## src/rtl/pwm3_pkg.sv

```systemverilog
package pwm3_pkg;
  parameter int CW = 8;
  typedef logic [CW-1:0] cnt_t;

  // Edge mode: last clock of the cycle when the next count would reach the period.
  function automatic logic edge_last(cnt_t c, cnt_t p);
    return ({1'b0, c} + 1'b1) >= {1'b0, p};
  endfunction

  // Center mode: at or above the period the count turns back down.
  function automatic logic at_peak(cnt_t c, cnt_t p);
    return c >= p;
  endfunction

  // Center mode: last clock when the count would fall back to zero.
  function automatic logic center_last(cnt_t c, cnt_t p, logic down);
    return (c <= cnt_t'(1)) && (down || at_peak(c, p));
  endfunction

  // Output level from count, duty and period.
  function automatic logic pwm_level(cnt_t c, cnt_t d, cnt_t p);
    if (d == '0)     return 1'b0;
    else if (d >= p) return 1'b1;
    else             return c < d;
  endfunction
endpackage

```

## src/rtl/pwm3_timebase.sv

```systemverilog
module pwm3_timebase
  import pwm3_pkg::*;
(
  input  logic clk,
  input  logic rst_n,
  input  logic clr,
  input  cnt_t per_in,
  input  logic edge_in,
  output cnt_t cnt_o,
  output cnt_t per_o,
  output logic last_o,
  output logic start_o
);
  cnt_t cnt_q, per_q;
  logic edge_q, down_q, start_q;

  assign last_o  = edge_q ? edge_last(cnt_q, per_q) : center_last(cnt_q, per_q, down_q);
  assign cnt_o   = cnt_q;
  assign per_o   = per_q;
  assign start_o = start_q;

  always_ff @(posedge clk or negedge rst_n) begin
    if (!rst_n) begin
      cnt_q   <= '0;
      per_q   <= '0;
      edge_q  <= 1'b0;
      down_q  <= 1'b0;
      start_q <= 1'b0;
    end else if (clr) begin
      cnt_q   <= '0;
      per_q   <= '0;
      edge_q  <= 1'b0;
      down_q  <= 1'b0;
      start_q <= 1'b0;
    end else begin
      start_q <= last_o;
      if (last_o) begin
        cnt_q  <= '0;
        down_q <= 1'b0;
        per_q  <= per_in;
        edge_q <= edge_in;
      end else if (edge_q) begin
        cnt_q <= cnt_q + 1'b1;
      end else if (down_q || at_peak(cnt_q, per_q)) begin
        cnt_q  <= cnt_q - 1'b1;
        down_q <= 1'b1;
      end else begin
        cnt_q <= cnt_q + 1'b1;
      end
    end
  end
endmodule

```

## src/rtl/pwm3_shadow.sv

```systemverilog
module pwm3_shadow
  import pwm3_pkg::*;
(
  input  logic clk,
  input  logic rst_n,
  input  logic load,
  input  cnt_t duty_e_in,
  input  cnt_t duty_o_in,
  input  logic indep_in,
  output cnt_t sh_e,
  output cnt_t sh_o,
  output logic indep_q
);
  always_ff @(posedge clk or negedge rst_n) begin
    if (!rst_n) begin
      sh_e    <= '0;
      sh_o    <= '0;
      indep_q <= 1'b1;
    end else if (load) begin
      sh_e    <= duty_e_in;
      sh_o    <= duty_o_in;
      indep_q <= indep_in;
    end
  end
endmodule

```

## src/rtl/pwm3_gen.sv

```systemverilog
module pwm3_gen
  import pwm3_pkg::*;
#(
  parameter int NPAIR = 3
) (
  input  logic                    clk,
  input  logic                    rst_n,
  input  logic                    multi_tb,
  input  logic [NPAIR-1:0]        align_sel,
  input  logic [NPAIR-1:0]        indep_sel,
  input  logic [NPAIR*CW-1:0]     period_in,
  input  logic [2*NPAIR*CW-1:0]   duty_in,
  output logic [2*NPAIR-1:0]      pwm_out,
  output logic [NPAIR-1:0]        reload_out
);
  localparam int NCH = 2 * NPAIR;

  logic [NPAIR*CW-1:0] tb_cnt, tb_per;
  logic [NPAIR-1:0]    tb_last, tb_start;
  logic [NPAIR-1:0]    pair_load, pair_indep;
  logic [NCH*CW-1:0]   pair_sh;

  for (genvar g = 0; g < NPAIR; g++) begin : g_gen
    logic clr;
    cnt_t sel_cnt, sel_per;
    logic lvl_e, lvl_o;

    // Side generators sit cleared while the shared timebase is in use.
    if (g == 0) begin : g_main
      assign clr           = 1'b0;
      assign reload_out[g] = tb_start[g];
    end else begin : g_side
      assign clr           = !multi_tb;
      assign reload_out[g] = tb_start[g] & multi_tb;
    end

    pwm3_timebase u_tb (
      .clk     (clk),
      .rst_n   (rst_n),
      .clr     (clr),
      .per_in  (period_in[g*CW +: CW]),
      .edge_in (align_sel[g]),
      .cnt_o   (tb_cnt[g*CW +: CW]),
      .per_o   (tb_per[g*CW +: CW]),
      .last_o  (tb_last[g]),
      .start_o (tb_start[g])
    );

    assign sel_cnt      = multi_tb ? tb_cnt[g*CW +: CW] : tb_cnt[0 +: CW];
    assign sel_per      = multi_tb ? tb_per[g*CW +: CW] : tb_per[0 +: CW];
    assign pair_load[g] = multi_tb ? tb_last[g]         : tb_last[0];

    pwm3_shadow u_sh (
      .clk       (clk),
      .rst_n     (rst_n),
      .load      (pair_load[g]),
      .duty_e_in (duty_in[(2*g)*CW +: CW]),
      .duty_o_in (duty_in[(2*g+1)*CW +: CW]),
      .indep_in  (indep_sel[g]),
      .sh_e      (pair_sh[(2*g)*CW +: CW]),
      .sh_o      (pair_sh[(2*g+1)*CW +: CW]),
      .indep_q   (pair_indep[g])
    );

    assign lvl_e = pwm_level(sel_cnt, pair_sh[(2*g)*CW +: CW], sel_per);
    assign lvl_o = pwm_level(sel_cnt, pair_sh[(2*g+1)*CW +: CW], sel_per);
    assign pwm_out[2*g]   = lvl_e;
    assign pwm_out[2*g+1] = pair_indep[g] ? lvl_o : !lvl_e;
  end
endmodule

```

## config.mk

```make
export PLATFORM = sky130hd
export DESIGN_NAME = pwm3_gen
export DESIGN_NICKNAME = d
export VERILOG_FILES = /design/src/rtl/pwm3_pkg.sv /design/src/rtl/pwm3_timebase.sv /design/src/rtl/pwm3_shadow.sv /design/src/rtl/pwm3_gen.sv
export SDC_FILE = /design/constraint.sdc
export NUM_CORES = 1
export LEC_CHECK = 0
export ABC_AREA = 1
export BUFFER_PORTS_ARGS = -buffer_cell sky130_fd_sc_hd__buf_2
export CAP_MARGIN = 10
export CORE_AREA = 2 2 109 132
export DETAILED_ROUTE_END_ITERATION = 10
export DIE_AREA = 0 0 111 134
export GPL_TIMING_DRIVEN = 1
export PLACE_DENSITY = 0.86
export SLEW_MARGIN = 15
export SYNTH_ARGS = -nofsm -noshare
export SYNTH_HDL_FRONTEND = slang
export SYNTH_SLANG_ARGS = --single-unit
```

## constraint.sdc

```tcl
create_clock -name clk -period 4.04 [get_ports clk]
set_input_delay 0.404 -clock clk [delete_from_list [all_inputs] [get_ports clk]]
set_output_delay 0.404 -clock clk [all_outputs]
set_load 0.005 [all_outputs]
```

==> impl_metrics.env <==
export IMPL_status="completed"
export IMPL_antenna_found_initial=0
export IMPL_pin_count=90
export IMPL_ant_nets=0
export IMPL_grt_max_degree=54
export IMPL_grt_ovfl_total=0
export IMPL_total_leakage_power_nw=5.42
export IMPL_num_fill_cells=1127
export IMPL_setup_ws_ns=0.907
export IMPL_avgSynthCellArea_um2=7.46
export IMPL_synth_top_area_share_pct=30.1
export IMPL_drive_above_1_share_pct=11.0
export IMPL_fp_coreArea_mm2=0.0136
export IMPL_power_density_mw_per_mm2=619
export IMPL_fin_setup_tns_ns=0
export IMPL_crit_type="reg -> out"
export IMPL_hold_path_class="in -> async"
export IMPL_yosysSeqAreaShare_pct=31.0
export IMPL_row_count=47
export IMPL_diodes=0
export IMPL_ys_ff_latch=108
export IMPL_fmax_mhz=319
export IMPL_chipHeight_um=134
export IMPL_fin_nets=1475
export IMPL_syn_inst=1170
export IMPL_drt_total_wl_mm=21.3
export IMPL_slowest_stage="dfrtp_1"
export IMPL_die_w_um=111
export IMPL_clockRootBuffer="clkbuf_16"
export IMPL_setup_viol=0
export IMPL_drcViolationCount=0
export IMPL_clk_path_buf_depth=2
export IMPL_syn_to_final_growth_pct=9.62
export IMPL_place_hpwl_mm=16.8
export IMPL_cts_sinks=108
export IMPL_worst_ep_required_time_ns=3.64
export IMPL_synth_nets=1398
export IMPL_crit_fanout=6
export IMPL_detailedPlace_worstSlack_ns=1.00
export IMPL_syn_cell_area_mm2=0.00873
export IMPL_path_cells="inv_1 -> nor2_1 -> a21oi_1 -> ha_1 -> a21oi_1 -> o21ai_0 -> nor3_1 -> nand2_1 -> nand2_1 -> nand2_1 -> nand2_1 -> buf_2"
export IMPL_slew_violations=0
export IMPL_cts_resized_gates=0
export IMPL_arrival_ns=2.73
export IMPL_synth_top_cells_by_area="dfrtp_1, ha_1, nand2_1, inv_1, a21oi_1"
export IMPL_cts_max_level=3
export IMPL_yosys_area_top_type="dfrtp_1"
export IMPL_wl_per_cell_um=15.0
export IMPL_yosysUniqueCellTypes=39
export IMPL_min_period_ns=3.13
export IMPL_cts_clk_slew_worst_paths_ns=0.07
export IMPL_grt_usage_pct=29.7
export IMPL_rsz0062_at_grt="no"
export IMPL_grt_pass1_wl_mm=35.7
export IMPL_die_area_mm2=0.0149
export IMPL_gp_congestion=0.993
export IMPL_initial_core_util_pct=64.3
export IMPL_cts_tree="yes"
export IMPL_drv_cap=0
export IMPL_cts_hold_buf=0
export IMPL_cp_start_kind="register"
export IMPL_path_common_cell="nand2_1"
export IMPL_yosys_warnings=0
export IMPL_vias=7957
export IMPL_firstDrtPassIters=5
export IMPL_tightest_slew_ns=0.771
export IMPL_postCtsSetupBuffers=0
export IMPL_max_stage_delay_ns=0.37
export IMPL_finalCritPeriodShare_pct=77.5
export IMPL_relSlewSlack_pct=48.5
export IMPL_grt_pass1_vias=7912
export IMPL_end_kind="primary output"
export IMPL_clk_latency_ns=0.37
export IMPL_via_per_inst=5.59
export IMPL_finClkSkew_ns=0.00902
export IMPL_first_iter_violations=440
export IMPL_numCtsBuffers=9
export IMPL_finalHoldViolCount=0
export IMPL_peakVddDrop_mv=0.396
export IMPL_io_buffers=89
cell families after synthesis:
| group | Yosys count | share of synthesized area [%] |
|---|---|---|
| XOR/XNOR | 29 | 2.91 |
| buffers and inverters | 197 | 9.16 |
| adder cells (fa/ha/maj) | 147 | 21.1 |
| AO/OA/AOI/OAI | 169 | 10.4 |
| AND/OR/NAND/NOR | 520 | 25.4 |
| flip-flops | 108 | 31.0 |
registers in the layout, indices dropped and copies added, names as in the netlist:
name and cells:
g_gen.u_sh.sh_e 24, g_gen.u_sh.sh_o 24, g_gen.u_tb.cnt_o 24, g_gen.u_tb.per_o 24
g_gen.u_sh.indep_q 3, g_gen.u_tb.down_q 3, g_gen.u_tb.edge_q 3, g_gen.u_tb.start_o 3
critical path, delay by kind of cell, from the launching register on:
kind,cells,cell delay [ns]
AO/OA/AOI/OAI,3,0.57
adder cells (fa/ha/maj),1,0.32
buffers and inverters,2,0.39
flip-flops,1,0.37
AND/OR/NAND/NOR,6,0.70
through the flow:
| stage | cell area (um^2) | std cells | power, W | utilization, % | hold slack (ns) |
|---|---|---|---|---|---|
| 2_1_floorplan | 8730 | 1170 | 0.00416 | - | 0.108 |
| 3_3_place_gp | 9260 | 1407 | 0.00481 | 68.1 | 0.445 |
| 3_5_place_dp | 9260 | 1407 | 0.00496 | 68.1 | 0.448 |
| 4_1_cts | 9570 | 1423 | 0.00592 | 70.4 | 0.0568 |
| 5_1_grt | 9570 | 1423 | 0.00653 | 70.4 | 0.0878 |
| 6_report | 9570 | 1423 | 0.00592 | 70.4 | 0.0257 |
synthesized netlist by cell type, drive strengths merged:
| master | n |
|---|---|
| nor3 | 16 |
| o221ai | 3 |
| a41oi | 1 |
| and3 | 1 |
| clkbuf | 5 |
| dfrtp | 105 |
| o31ai | 1 |
| inv | 171 |
| buf | 21 |
| nand3 | 66 |
| o21ai | 73 |
| o211ai | 3 |
| a21oi | 73 |
| xor2 | 29 |
| dfstp | 3 |
| a211oi | 5 |
| nor4 | 13 |
| o211a | 1 |
| a211o | 1 |
| ha | 147 |
| a31oi | 1 |
| or2 | 1 |
| nand4 | 12 |
| o21a | 7 |
| nand2 | 343 |
| nor2 | 68 |
metal layers:
layer  vias up  wire length, um  track usage (%)
met4         0             1100             17.8
met5         -                0                0
li1       3970                -                -
met3        78             1200             4.02
met2       264            10400             52.5
met1      3645             8610             34.2
final timing paths:
path	start	endpoint	slack, ns	cells past startpoint
min	rst_n	g_gen[1].u_tb.per_o[2]	0.03	1
min in group clk	indep_sel[1]	g_gen[1].u_sh.indep_q	0.22	3
max	g_gen[0].u_tb.per_o[5]	pwm_out[5]	0.91	12
min reg2reg	g_gen[1].u_sh.indep_q	g_gen[1].u_sh.indep_q	0.50	2
max reg2reg	g_gen[0].u_tb.cnt_o[1]	g_gen[0].u_tb.per_o[4]	0.99	17
max in group asynchronous	rst_n	g_gen[1].u_sh.indep_q	3.15	2
final cells by class:
class	count	area [um^2]	share of cell area (%)
multi-input cells	865	5220	54.6
well taps	171	214	2.24
clock buffers	10	239	2.50
flip-flops and latches	108	2710	28.3
clock inverters	6	73.8	0.772
repair buffers	92	470	4.92
inverters	171	642	6.71
power by group:
group          internal [W]  switching, W
registers           0.00141      0.000406
clock network      0.000503      0.000429
logic               0.00121       0.00196
layout by cell type (no fill, tap or decap), types with 12 or more instances in the layout:
cell type / netlist / layout
a21oi_1: 73 / 73
buf_2: 9 / 88
dfrtp_1: 105 / 105
ha_1: 147 / 147
inv_1: 162 / 162
nand2_1: 334 / 334
nand3_1: 64 / 64
nand4_1: 12 / 12
nor2_1: 66 / 66
nor3_1: 13 / 13
nor4_1: 12 / 12
o21ai_0: 46 / 46
o21ai_1: 27 / 27
xor2_1: 29 / 29
Note: power is estimated with default switching activity, not from simulation.
